==> config.mk <==
export PLATFORM = sky130hd
export DESIGN_NAME = vr_softstart_seq
export DESIGN_NICKNAME = d
export VERILOG_FILES = /design/src/rtl/sss_pkg.sv /design/src/rtl/sss_interval_timer.sv /design/src/rtl/sss_dac_stepper.sv /design/src/rtl/sss_vid_capture.sv /design/src/rtl/vr_softstart_seq.sv
export SDC_FILE = /design/constraint.sdc
export NUM_CORES = 1
export LEC_CHECK = 0
export BUFFER_PORTS_ARGS = -buffer_cell sky130_fd_sc_hd__buf_2
export CAP_MARGIN = 20
export CORE_MARGIN = 3
export CORE_UTILIZATION = 58
export DETAILED_ROUTE_END_ITERATION = 8
export PLACE_DENSITY_LB_ADDON = 0.25
export SLEW_MARGIN = 20
export SYNTH_ARGS = -nofsm -noshare
export SYNTH_HDL_FRONTEND = slang
export SYNTH_SLANG_ARGS = --single-unit
==> constraint.sdc <==
create_clock -name clk -period 5.1 [get_ports clk]
set_clock_uncertainty 0.2 [all_clocks]
set_input_delay 0.51 -clock clk [delete_from_list [all_inputs] [get_ports clk]]
set_output_delay 0.51 -clock clk [all_outputs]
set_load 0.1 [all_outputs]
==> src/rtl/sss_pkg.sv <==
// Package: shared types for the soft-start sequencer.
// Assumes: one encoding of the sequencing phases is used by every module.
package sss_pkg;

    typedef enum logic [2:0] {
        PH_IDLE   = 3'd0,
        PH_DELAY  = 3'd1,
        PH_RAMP1  = 3'd2,
        PH_HOLD   = 3'd3,
        PH_RAMP2  = 3'd4,
        PH_RDYDLY = 3'd5,
        PH_READY  = 3'd6,
        PH_SHUT   = 3'd7
    } sss_phase_t;

endpackage

==> src/rtl/sss_interval_timer.sv <==
// Module: interval timer shared by the start delay, the boot hold and the ready delay.
// Does:   counts from 0 after a start pulse and saturates at last_val; expired is high at last_val.
// Assumes: last_val is stable while a phase runs, and start is asserted on phase entry.
module sss_interval_timer #(
    parameter int CNT_W = 16
) (
    input  logic             clk,
    input  logic             rst_n,
    input  logic             start,
    input  logic [CNT_W-1:0] last_val,
    output logic             expired
);

    logic [CNT_W-1:0] cnt_q;

    assign expired = (cnt_q == last_val);

    // Purpose: restart on start, otherwise count up until the phase end is reached.
    always_ff @(posedge clk) begin
        if (!rst_n) begin
            cnt_q <= '0;
        end else if (start) begin
            cnt_q <= '0;
        end else if (!expired) begin
            cnt_q <= cnt_q + 1'b1;
        end
    end

endmodule

==> src/rtl/sss_dac_stepper.sv <==
// Module: DAC reference stepper.
// Does:   holds the DAC code and moves it one code toward tgt on each tick while enabled.
// Assumes: clr has priority; tick is a single-cycle pulse.
module sss_dac_stepper #(
    parameter int DAC_W = 8
) (
    input  logic             clk,
    input  logic             rst_n,
    input  logic             clr,
    input  logic             step_en,
    input  logic             tick,
    input  logic [DAC_W-1:0] tgt,
    output logic [DAC_W-1:0] code,
    output logic             at_tgt
);

    assign at_tgt = (code == tgt);

    // Purpose: clear, or take one step toward the target on a tick.
    always_ff @(posedge clk) begin
        if (!rst_n) begin
            code <= '0;
        end else if (clr) begin
            code <= '0;
        end else if (step_en && tick && !at_tgt) begin
            code <= (code < tgt) ? code + 1'b1 : code - 1'b1;
        end
    end

    AST_STEP_SIZE: assert property (@(posedge clk) disable iff (!rst_n)
        (!clr && (code != $past(code)) && ($past(code) != '0 || code == 1'b1 || code != '0))
        |-> (code == $past(code) + 1'b1 || code == $past(code) - 1'b1 || code == '0));

    AST_NO_TICK_NO_STEP: assert property (@(posedge clk) disable iff (!rst_n)
        (!clr && !(step_en && tick)) |=> $stable(code));

endmodule

==> src/rtl/sss_vid_capture.sv <==
// Module: VID sampler.
// Does:   flags the OFF code on the live bus and latches the offset-adjusted target on capture.
// Assumes: capture is a single-cycle strobe issued once per power-up.
module sss_vid_capture #(
    parameter int DAC_W        = 8,
    parameter int OFF_CODE     = 0,
    parameter int OFFSET_STEPS = 0
) (
    input  logic             clk,
    input  logic             rst_n,
    input  logic             capture,
    input  logic [DAC_W-1:0] vid_code,
    output logic             vid_is_off,
    output logic [DAC_W-1:0] tgt_q
);

    localparam logic [DAC_W-1:0] OFS = DAC_W'(OFFSET_STEPS);
    localparam logic [DAC_W-1:0] OFFC = DAC_W'(OFF_CODE);

    assign vid_is_off = (vid_code == OFFC);

    // Purpose: latch the target, less the offset and floored at zero, on capture.
    always_ff @(posedge clk) begin
        if (!rst_n) begin
            tgt_q <= '0;
        end else if (capture) begin
            tgt_q <= (vid_code > OFS) ? (vid_code - OFS) : '0;
        end
    end

    AST_TGT_HELD: assert property (@(posedge clk) disable iff (!rst_n)
        !capture |=> $stable(tgt_q));

endmodule

==> src/rtl/vr_softstart_seq.sv <==
// Module: soft-start sequencer top.
// Does:   runs idle, delay, boot ramp, boot hold, VID ramp, ready delay and ready;
//         latches shutdown on an OFF code; returns to idle on any lost enable.
// Assumes: the three qualifying flags are already synchronous and debounced, and
//          every cycle count parameter is at least 1.
module vr_softstart_seq
    import sss_pkg::*;
#(
    parameter int DAC_W         = 8,
    parameter int BOOT_CODE     = 176,
    parameter int OFF_CODE      = 0,
    parameter int OFFSET_STEPS  = 0,
    parameter int START_DLY_CYC = 272000,
    parameter int HOLD_CYC      = 17000,
    parameter int READY_DLY_CYC = 20000
) (
    input  logic             clk,
    input  logic             rst_n,
    input  logic             por_ok,
    input  logic             pwr_en,
    input  logic             vtt_en,
    input  logic [DAC_W-1:0] vid_code,
    input  logic             vid_valid,
    input  logic             ss_tick,
    input  logic             lp_req,
    output logic [DAC_W-1:0] dac_code,
    output logic             vr_ready,
    output logic             shutdown,
    output logic             ccm_force
);

    localparam int MAX_A = (START_DLY_CYC > HOLD_CYC) ? START_DLY_CYC : HOLD_CYC;
    localparam int MAX_CYC = (MAX_A > READY_DLY_CYC) ? MAX_A : READY_DLY_CYC;
    localparam int CNT_W = $clog2(MAX_CYC + 1);
    localparam logic [DAC_W-1:0] BOOT = DAC_W'(BOOT_CODE);

    sss_phase_t       ph_q, ph_d;
    logic             en_all;
    logic             tmr_start, tmr_exp;
    logic [CNT_W-1:0] tmr_last;
    logic             cap, dac_clr, step_en, at_tgt, vid_off;
    logic [DAC_W-1:0] vid_tgt, ramp_tgt;

    assign en_all = por_ok && pwr_en && vtt_en;

    // Purpose: select the end count for whichever timed phase is running.
    always_comb begin
        case (ph_q)
            PH_DELAY:  tmr_last = CNT_W'(START_DLY_CYC - 1);
            PH_HOLD:   tmr_last = CNT_W'(HOLD_CYC - 1);
            default:   tmr_last = CNT_W'(READY_DLY_CYC - 1);
        endcase
    end

    // Purpose: pick the ramp target, the boot level first and then the VID target.
    always_comb begin
        ramp_tgt = (ph_q == PH_RAMP1) ? BOOT : vid_tgt;
        step_en  = (ph_q == PH_RAMP1) || (ph_q == PH_RAMP2);
    end

    // Purpose: next phase and per-phase strobes; a lost enable overrides everything.
    always_comb begin
        ph_d      = ph_q;
        tmr_start = 1'b0;
        cap       = 1'b0;
        dac_clr   = 1'b0;
        if (!en_all) begin
            ph_d    = PH_IDLE;
            dac_clr = 1'b1;
        end else begin
            case (ph_q)
                PH_IDLE: begin
                    ph_d      = PH_DELAY;
                    tmr_start = 1'b1;
                end
                PH_DELAY: begin
                    if (tmr_exp) ph_d = PH_RAMP1;
                end
                PH_RAMP1: begin
                    if (at_tgt) begin
                        ph_d      = PH_HOLD;
                        tmr_start = 1'b1;
                    end
                end
                PH_HOLD: begin
                    if (tmr_exp && vid_valid) begin
                        if (vid_off) begin
                            ph_d    = PH_SHUT;
                            dac_clr = 1'b1;
                        end else begin
                            ph_d = PH_RAMP2;
                            cap  = 1'b1;
                        end
                    end
                end
                PH_RAMP2: begin
                    if (at_tgt) begin
                        ph_d      = PH_RDYDLY;
                        tmr_start = 1'b1;
                    end
                end
                PH_RDYDLY: begin
                    if (tmr_exp) ph_d = PH_READY;
                end
                default: ph_d = ph_q;
            endcase
        end
    end

    // Purpose: phase register.
    always_ff @(posedge clk) begin
        if (!rst_n) ph_q <= PH_IDLE;
        else        ph_q <= ph_d;
    end

    sss_interval_timer #(.CNT_W(CNT_W)) i_timer (
        .clk      (clk),
        .rst_n    (rst_n),
        .start    (tmr_start),
        .last_val (tmr_last),
        .expired  (tmr_exp)
    );

    sss_dac_stepper #(.DAC_W(DAC_W)) i_stepper (
        .clk     (clk),
        .rst_n   (rst_n),
        .clr     (dac_clr),
        .step_en (step_en),
        .tick    (ss_tick),
        .tgt     (ramp_tgt),
        .code    (dac_code),
        .at_tgt  (at_tgt)
    );

    sss_vid_capture #(
        .DAC_W        (DAC_W),
        .OFF_CODE     (OFF_CODE),
        .OFFSET_STEPS (OFFSET_STEPS)
    ) i_vid (
        .clk        (clk),
        .rst_n      (rst_n),
        .capture    (cap),
        .vid_code   (vid_code),
        .vid_is_off (vid_off),
        .tgt_q      (vid_tgt)
    );

    assign vr_ready  = (ph_q == PH_READY);
    assign shutdown  = (ph_q == PH_SHUT);
    assign ccm_force = !(vr_ready && lp_req);

    AST_DROP_TO_IDLE: assert property (@(posedge clk) disable iff (!rst_n)
        !en_all |=> (dac_code == '0 && !vr_ready && !shutdown));

    AST_DELAY_DAC_ZERO: assert property (@(posedge clk) disable iff (!rst_n)
        (ph_q == PH_DELAY) |-> (dac_code == '0));

    AST_BOOT_CEILING: assert property (@(posedge clk) disable iff (!rst_n)
        (ph_q == PH_RAMP1) |-> (dac_code <= BOOT));

    AST_HOLD_AT_BOOT: assert property (@(posedge clk) disable iff (!rst_n)
        (ph_q == PH_HOLD) |-> (dac_code == BOOT));

    AST_SHUT_DAC_ZERO: assert property (@(posedge clk) disable iff (!rst_n)
        shutdown |-> (dac_code == '0));

    AST_SHUT_LATCHED: assert property (@(posedge clk) disable iff (!rst_n)
        (shutdown && en_all) |=> shutdown);

    AST_READY_AT_TARGET: assert property (@(posedge clk) disable iff (!rst_n)
        vr_ready |-> (dac_code == vid_tgt));

    AST_READY_STAYS: assert property (@(posedge clk) disable iff (!rst_n)
        (vr_ready && en_all) |=> (vr_ready && $stable(dac_code)));

    AST_CCM_BEFORE_READY: assert property (@(posedge clk) disable iff (!rst_n)
        !vr_ready |-> ccm_force);

endmodule

# ---- After elaboration in Yosys (flattened, before gate mapping)
# Cells that the tools add are included.
dict set report word_totals {
  wordCells 63
  inputBits 16
  out_inout_bits 11
  reg_bits 38
}
dict set report classes {
  reduce_logical 17
  bitwise 1
  addsub 3
  magnitude_cmp 2
  muxes 22
  n_eq_ne 14
}
# op n
set ops {}
lappend ops {{$pmux 19 s2} 1}
lappend ops {{$mux 8} 3}
lappend ops {{$add 19x1->19 const B} 1}
lappend ops {{$eq 19x19->1} 1}
lappend ops {{$pmux 3 s6} 1}
lappend ops {{$mux 3} 5}
lappend ops {{$eq 3x3->1 const B} 4}
lappend ops {{$mux 1} 10}
lappend ops {{$add 8x1->8 const B} 1}
lappend ops {{$eq 8x8->1} 1}
lappend ops {{$gt 8x1->1 const B} 1}
lappend ops {{$logic_not 8->1} 1}
lappend ops {{$lt 8x8->1} 1}
lappend ops {{$sub 8x1->8 const B} 1}
lappend ops {{$eq 3x2->1 const B} 2}
lappend ops {{$logic_and 1x1->1} 6}
lappend ops {{$ne 2x2->1 const B} 3}
lappend ops {{$reduce_and 6->1} 1}
lappend ops {{$reduce_bool 6->1} 1}
lappend ops {{$reduce_or 2->1} 3}
lappend ops {{$ne 2x1->1 const B} 2}
lappend ops {{$eq 3x1->1 const B} 1}
lappend ops {{$logic_not 3->1} 1}
lappend ops {{$logic_not 1->1} 2}
lappend ops {{other kinds (5)} 5}

# ---- Logic depth before layout (Yosys ltp)
# Gate-level depths: netlist of the first run.
dict set report logic_depth {
  depth_word 8
  depth_mapped 16
  mapped_depth_nobuf 15
}

# ---- Cells and area by module
# Synthesis of the first run repeated with hierarchy kept, for this count alone.
dict set report hier_totals {
  cells_unflattened 325
  area_unflattened_um2 2728.9
}
# mod area_each_um2 cells_each n_inst
set modules_own_cells {}
lappend modules_own_cells {sss_interval_timer 1172.4 137 1}
lappend modules_own_cells {sss_dac_stepper 769.5 95 1}
lappend modules_own_cells {vr_softstart_seq 473.0 65 1}
lappend modules_own_cells {sss_vid_capture 314.1 28 1}

# ---- Worst setup path after synthesis of the first run
# OpenSTA, ideal clock, no wires.
dict set report synth_path {
  kind {register -> register}
  startpoint {register ph_q[1]}
  endpoint {register i_stepper.code[7]}
  synth_period_minus_slack_ns 4.239
  stages_incl_launch_ff 17
  arrival_time_ns 3.918
  setup_slack_ns 0.861
  path_cell_list {dfxtp_1 -> clkbuf_1 -> inv_1 -> or3_1 -> nand2_1 -> ha_1 -> nor2b_1 -> o211ai_1 -> a21oi_1 -> or3_1 -> ha_1 -> nand3_1 -> o211ai_1 -> o41ai_1 -> or4_1 -> a21oi_1 -> mux2_2}
}
dict set report synth_between {
  elab_chain_cells 8
  word_cells_on_any_way 19
  classes_between {order compare: 1; eq/ne: 6; mux: 6; reduce/logical: 6}
}
# item line
set synth_rtl {}
lappend synth_rtl {{start, declared} vr_softstart_seq.sv:37} ;# sss_phase_t ph_q, ph_d;
lappend synth_rtl {{start signal, assigned} vr_softstart_seq.sv:113} ;# else ph_q <= ph_d;
lappend synth_rtl {{$eq 3x2->1 / $eq 3x1->1 (equally long branches)} {vr_softstart_seq.sv:48, vr_softstart_seq.sv:71}}
lappend synth_rtl {{$pmux 19 s2} vr_softstart_seq.sv:48} ;# case (ph_q)
lappend synth_rtl {{$eq 19x19->1} sss_interval_timer.sv:16} ;# assign expired = (cnt_q == last_val);
lappend synth_rtl {{$logic_and 1x1->1} vr_softstart_seq.sv:86} ;# if (tmr_exp && vid_valid) begin
lappend synth_rtl {{$mux 1} vr_softstart_seq.sv:86}
lappend synth_rtl {{$mux 1} vr_softstart_seq.sv:71} ;# case (ph_q)
lappend synth_rtl {{$mux 1} vr_softstart_seq.sv:67} ;# if (!en_all) begin
lappend synth_rtl {{$reduce_or 2->1 (no source line)} n/a}
lappend synth_rtl {{end signal, assigned} sss_dac_stepper.sv:26} ;# code <= (code < tgt) ? code + 1'b1 : code - 1'b1;
lappend synth_rtl {{end, declared} sss_dac_stepper.sv:13} ;# output logic [DAC_W-1:0] code,
# Several ways; a longest one is shown, not always the timed one.
# A chain may end at the register's enable or synchronous reset.

# ---- Worst setup path in the final report of the first run
# Ends and elaborated chain as after synthesis.

==> results.cfg, run 1 <==
[timing]
rsz0062_at_grt = false
slew-limit-headroom = 0.537
period_minus_slack_ns = 4.49
hold_viol = 0
tightest_slew_ns = 0.695
setup_viol = 0
drv_slew = 0
max_freq_mhz = 222
setup_tns_ns = 0
post-route-period-util = 0.881
setup_ws_ns = 0.606

[synthesis]
syn_inst = 273
syn_area_sq_um = 2330
syn_area_per_cell_sq_um = 8.54
synth_edf_count = 0
ys_warn_count = 0
async_flop_share = 0
synth.top_cell.area_share = 0.326
synth_ff_type = dfxtp_1
yosysTopAreaCell = dfxtp_1
yosysUniqueCellTypes = 50
syn-num-nets = 307
ys_seq_area_frac = 0.326
synth-seq-cells = 38
synth_area_leaders = dfxtp_1, ha_1, nor2_1, mux2i_1, xnor2_1

[cells_and_area]
areaGrowthSynthToFinish_pct = 11.7
seq_area_sq_um = 761
nNetsFinal = 337
fillers = 318
drive_above_1_share = 0.138
antenna_cells = 0
multi_input_area_sq_um = 1500

[run]
cap_violations = 0

[clocking]
cts_made_buffers = 5
clock_sinks = 38
cts_tree = yes
ctsLongestPathBuffers = 2
ctsHoldBuffers = 0
h-tree-depth = 2
clk_pin_slew_ns = 0.08
cts_setup_buffers = 0
clk-insertion-delay-late_ns = 0.30
cts_resized = 0
clock-root-buffer = clkbuf_8

[status]
run_status = complete, no violations

[detailed_routing]
wire_per_inst_microns = 13.3
wirelength_mm = 4.68
drc_errors = 0
drt_pass1_iterations = 4
avgViaCountPerCell = 5.73
drt.antenna.violating_nets = 0
via_count = 2016
drtIter0Drc = 133

[setup_path]
slowest_delay_ns = 0.59
path_class = register to register
worstPathMaxFanout = 13
worstPathCellList = inv_1, or3_1, nand2_1, ha_1, nor2b_1, o211ai_1, a21oi_1, or3_1, ha_1, nand3_1, o211ai_1, o41ai_1, or4_1, a21oi_1, mux2_2
crit_arrival_ns = 4.49
cp.required_ns = 5.09
critPathCaptureType = register
slowest_stage = dfxtp_1
critPathLaunchType = register

[placed_design]
io_buffers = 26
dp_hpwl_mm = 3.55
dp_slack_ns = 0.606
gp_congestion = 0.822

[floorplan]
initial_utilization = 0.618
dieArea_sq_um = 4820
chipWidth_microns = 69.4
row_count = 22
core_sq_um = 3770
die_h_microns = 69.4
num_io_pins = 27

[global_route]
antenna_found_initial = 0
grt_first_pass_wirelength_mm = 8.05
grt_pass1_vias = 1814
grt_max_degree = 19
grt_overflow_total = 0
grt_use_total = 0.200

[hold_path]
hold_path.class = primary input to register

[power_and_ir_drop]
power.leakage_nw = 1.03
power_density_nw_per_um2 = 209
vdd_drop_max_v = 0.000149
## registers in the layout, summed over array words and instances, names as in the netlist
| register | count |
|---|---|
| i_vid.tgt_q | 8 |
| i_stepper.code | 8 |
| ph_q | 3 |
| i_timer.cnt_q | 19 |
## cell usage after synthesis, drive strengths merged (4+ instances only)
cell type and n:
nor2 52, dfxtp 38, nand2 20, mux2i 18, ha 17, xnor2 16
nor3 14, a21oi 11, inv 8, nand3 8, xor2 7, nand4 5
or4 5, and3 4, clkbuf 4, o21ai 4, or3 4
## cells by family (layout without fill, tap and decap cells)
kind of cell | Yosys count | count (layout) | share of synthesized area
simple gates | 126 | 126 | 0.259
flops | 38 | 38 | 0.326
compound gates | 33 | 33 | 0.113
xor+xnor | 23 | 23 | 0.0864
fa+ha+maj | 19 | 19 | 0.104
mux | 19 | 19 | 0.0821
buf+inv | 15 | 46 | 0.0290
## stage by stage
stage	hold slack [ns]	power, mW	area, sq um	std cells	utilization
after detailed placement	0.285	0.331	2510	344	0.666
after global routing	0.280	0.561	2610	352	0.691
after floorplan	0.252	0.320	2330	273	-
final	0.263	0.544	2610	352	0.691
after CTS	0.267	0.548	2610	352	0.691
after global placement	0.275	0.330	2510	344	0.666
## area by class of cell
class | count | area share
flip-flops and latches | 38 | 0.292
repair buffers | 29 | 0.0586
well taps | 48 | 0.0230
clock inverters | 2 | 0.00480
multi-input cells | 220 | 0.577
inverters | 9 | 0.0130
clock buffers | 6 | 0.0317
## final timing paths
check            startpoint                 to  slack, ns  cells past startpoint
min reg2reg  i_vid.tgt_q[1]     i_vid.tgt_q[1]       0.31                      2
max                 ph_q[1]  i_stepper.code[7]       0.61                     15
max reg2reg         ph_q[1]  i_stepper.code[7]       0.61                     15
min             vid_code[2]     i_vid.tgt_q[2]       0.26                      3
## critical path, delay by kind of cell, from the launching register on
kind            cells  cell delay, ns
flops               1            0.59
compound gates      5            0.76
mux                 1            0.36
fa+ha+maj           2            0.65
buf+inv             1            0.20
simple gates        6            1.65
## cells in the final DEF (no fill, tap or decap), types with 5 or more instances in the layout
cell      netlist  routed
dfxtp_1        38      38
nor2_1         52      52
ha_1           17      17
a21oi_1        11      11
inv_1           8       8
nand3_1         8       8
buf_2           0      26
xnor2_1        16      16
clkbuf_8        0       6
mux2i_1        18      18
nor3_1         14      14
nand4_1         5       5
nand2_1        20      20
xor2_1          7       7
## power breakdown
part,internal [mW],switching (mW)
logic,0.0104,0.0135
registers,0.299,0.00175
clock network,0.109,0.112
## routing by layer
| layer | part of all wire | wire [microns] | track usage | up-vias |
|---|---|---|---|---|
| met2 | 0.43 | 1990 | 0.296 | 60 |
| met4 | 0.013 | 60 | 0.0716 | 0 |
| met1 | 0.51 | 2370 | 0.281 | 925 |
| met3 | 0.054 | 254 | 0.0522 | 5 |
| met5 | 0 | 0 | 0 | - |
| li1 | - | - | - | 1026 |
Note: power is estimated with default switching activity, not from simulation.
==> run 2, diff against run 1 <==
--- a/config.mk
+++ b/config.mk
@@ -8,9 +8,10 @@
 export BUFFER_PORTS_ARGS = -buffer_cell sky130_fd_sc_hd__buf_2
 export CAP_MARGIN = 20
 export CORE_MARGIN = 3
-export CORE_UTILIZATION = 58
+export CORE_UTILIZATION = 60
+export CTS_BUF_LIST = sky130_fd_sc_hd__clkbuf_2 sky130_fd_sc_hd__clkbuf_4 sky130_fd_sc_hd__clkbuf_8
 export DETAILED_ROUTE_END_ITERATION = 8
-export PLACE_DENSITY_LB_ADDON = 0.25
+export PLACE_DENSITY = 0.82
 export SLEW_MARGIN = 20
 export SYNTH_ARGS = -nofsm -noshare
 export SYNTH_HDL_FRONTEND = slang
==> run 2 against run 1 <==
Net effect:
- combinational power about the same
- die area is 3.0% lower
- final area is the same
- maximum frequency is 0.97% lower
- final cell count unchanged
- sequential share of layout area unchanged
- critical path type unchanged
- critical endpoint unchanged
==> results.cfg, run 2 (synthesis gave the netlist of run 1 again) <==
[cells_and_area]
layout_common_cells = nor2_1, dfxtp_1, buf_2, nand2_1, mux2i_1
largest_reg_flops = 19
multi_input_area_sq_um = 1500
fillers = 307
areaGrowthSynthToFinish_pct = 11.7
final_util = 0.701
final_common_cell = nor2_1
final-instance-count-excl-fill = 352
reg_top3 = i_timer.cnt_q x19, i_stepper.code x8, i_vid.tgt_q x8
antenna_cells = 0
nNetsFinal = 337
seq_area_sq_um = 761
regMostFlops = i_timer.cnt_q
drive_above_1_share = 0.138

[setup_path]
path_class = register to register
cp.required_ns = 5.09
critPathCaptureType = register
slowest_delay_ns = 0.59
crit_arrival_ns = 4.53
worstPathMaxFanout = 13
slowest_stage = dfxtp_1
worstPathCellList = inv_1, or3_1, nand2_1, ha_1, nor2b_1, o211ai_1, a21oi_1, or3_1, ha_1, a21oi_1, o211ai_1, o41ai_1, o31ai_1, a21oi_1, mux2_2
crit_buf_inv = 1
critPathTopFamily = compound AO/OA/AOI/OAI gates
timing.critical_path.mode_cell = a21oi_1
critPathLaunchType = register

[clocking]
clock-root-buffer = clkbuf_8
cts_setup_buffers = 0
ctsHoldBuffers = 0
h-tree-depth = 2
cts_tree = yes
ctsLongestPathBuffers = 2
cts_made_buffers = 5
clk_pin_slew_ns = 0.08
clk-insertion-delay-late_ns = 0.30
cts_resized = 0
clock_sinks = 38

[detailed_routing]
wirelength_mm = 4.98
via_count = 2039
drt_pass1_iterations = 5
avgViaCountPerCell = 5.79
drt.antenna.violating_nets = 0
drtIter0Drc = 95
drc_errors = 0
wire_per_inst_microns = 14.2

[placed_design]
dp_slack_ns = 0.625
io_buffers = 26
dp_cells = 344
dp_hpwl_mm = 3.67
gp_congestion = 0.824

[hold_path]
hold_path.class = primary input to register

[floorplan]
num_io_pins = 27
die_h_microns = 68.3
chipWidth_microns = 68.3
core_sq_um = 3720
dieArea_sq_um = 4670
row_count = 22
initial_utilization = 0.628

[global_route]
grt_use_total = 0.234
grt_pass1_vias = 1790
grt_overflow_total = 0
grt_max_degree = 19
antenna_found_initial = 0
grt_first_pass_wirelength_mm = 8.29

[timing]
setup_ws_ns = 0.562
drv_slew = 0
slew-limit-headroom = 0.536
tightest_slew_ns = 0.696
hold_viol = 0
max_freq_mhz = 220
setup_tns_ns = 0
period_minus_slack_ns = 4.54
rsz0062_at_grt = false
post-route-period-util = 0.890
setup_viol = 0

[power_and_ir_drop]
vdd_drop_max_v = 0.000164
power_density_nw_per_um2 = 210
power_mw = 0.547
power.leakage_nw = 1.03

[run]
cap_violations = 0

[status]
run_status = complete, no violations
-- run 2: area by class of cell --
type,count,share of cell area
inverters,9,0.0130
well taps,48,0.0230
flip-flops and latches,38,0.292
clock buffers,7,0.0346
repair buffers,29,0.0586
multi-input cells,220,0.577
clock inverters,1,0.00192
-- run 2: worst paths after layout --
path / slack [ns] / depth (start not counted) / to / start
min: 0.26 / 3 / i_vid.tgt_q[7] / vid_code[7]
max: 0.56 / 15 / i_stepper.code[7] / ph_q[1]
min reg2reg: 0.30 / 2 / i_vid.tgt_q[3] / i_vid.tgt_q[3]
max reg2reg: 0.56 / 15 / i_stepper.code[7] / ph_q[1]
-- run 2: power by group --
group / internal, mW / switching (mW) / total [mW] / leakage [nW]
logic: 0.0105 / 0.0137 / 0.0242 / 0.674
registers: 0.299 / 0.00180 / 0.300 / 0.307
clock network: 0.114 / 0.108 / 0.222 / 0.0517
total: 0.423 / 0.123 / 0.547 / 1.03
-- run 2: worst register-to-register path: stages (launching register included) --
cell	delay (ns)
dfxtp_1	0.59
inv_1	0.21
or3_1	0.41
nand2_1	0.10
ha_1	0.23
nor2b_1	0.13
o211ai_1	0.15
a21oi_1	0.14
or3_1	0.50
ha_1	0.32
a21oi_1	0.18
o211ai_1	0.14
o41ai_1	0.42
o31ai_1	0.17
a21oi_1	0.19
mux2_2	0.36
-- run 2: metrics by stage --
step / hold slack, ns / cell area, sq um
after global routing: 0.276 / 2610
after detailed placement: 0.283 / 2510
after global placement: 0.277 / 2510
after floorplan: 0.252 / 2330
after CTS: 0.264 / 2610
final: 0.263 / 2610
-- run 2: per-layer routing --
| metal | global-route usage | vias to the layer above | share of wire |
|---|---|---|---|
| met4 | 0.0819 | 0 | 0.017 |
| met5 | 0 | - | 0 |
| met3 | 0.0460 | 9 | 0.060 |
| met2 | 0.363 | 67 | 0.44 |
| li1 | - | 1028 | - |
| met1 | 0.322 | 935 | 0.48 |
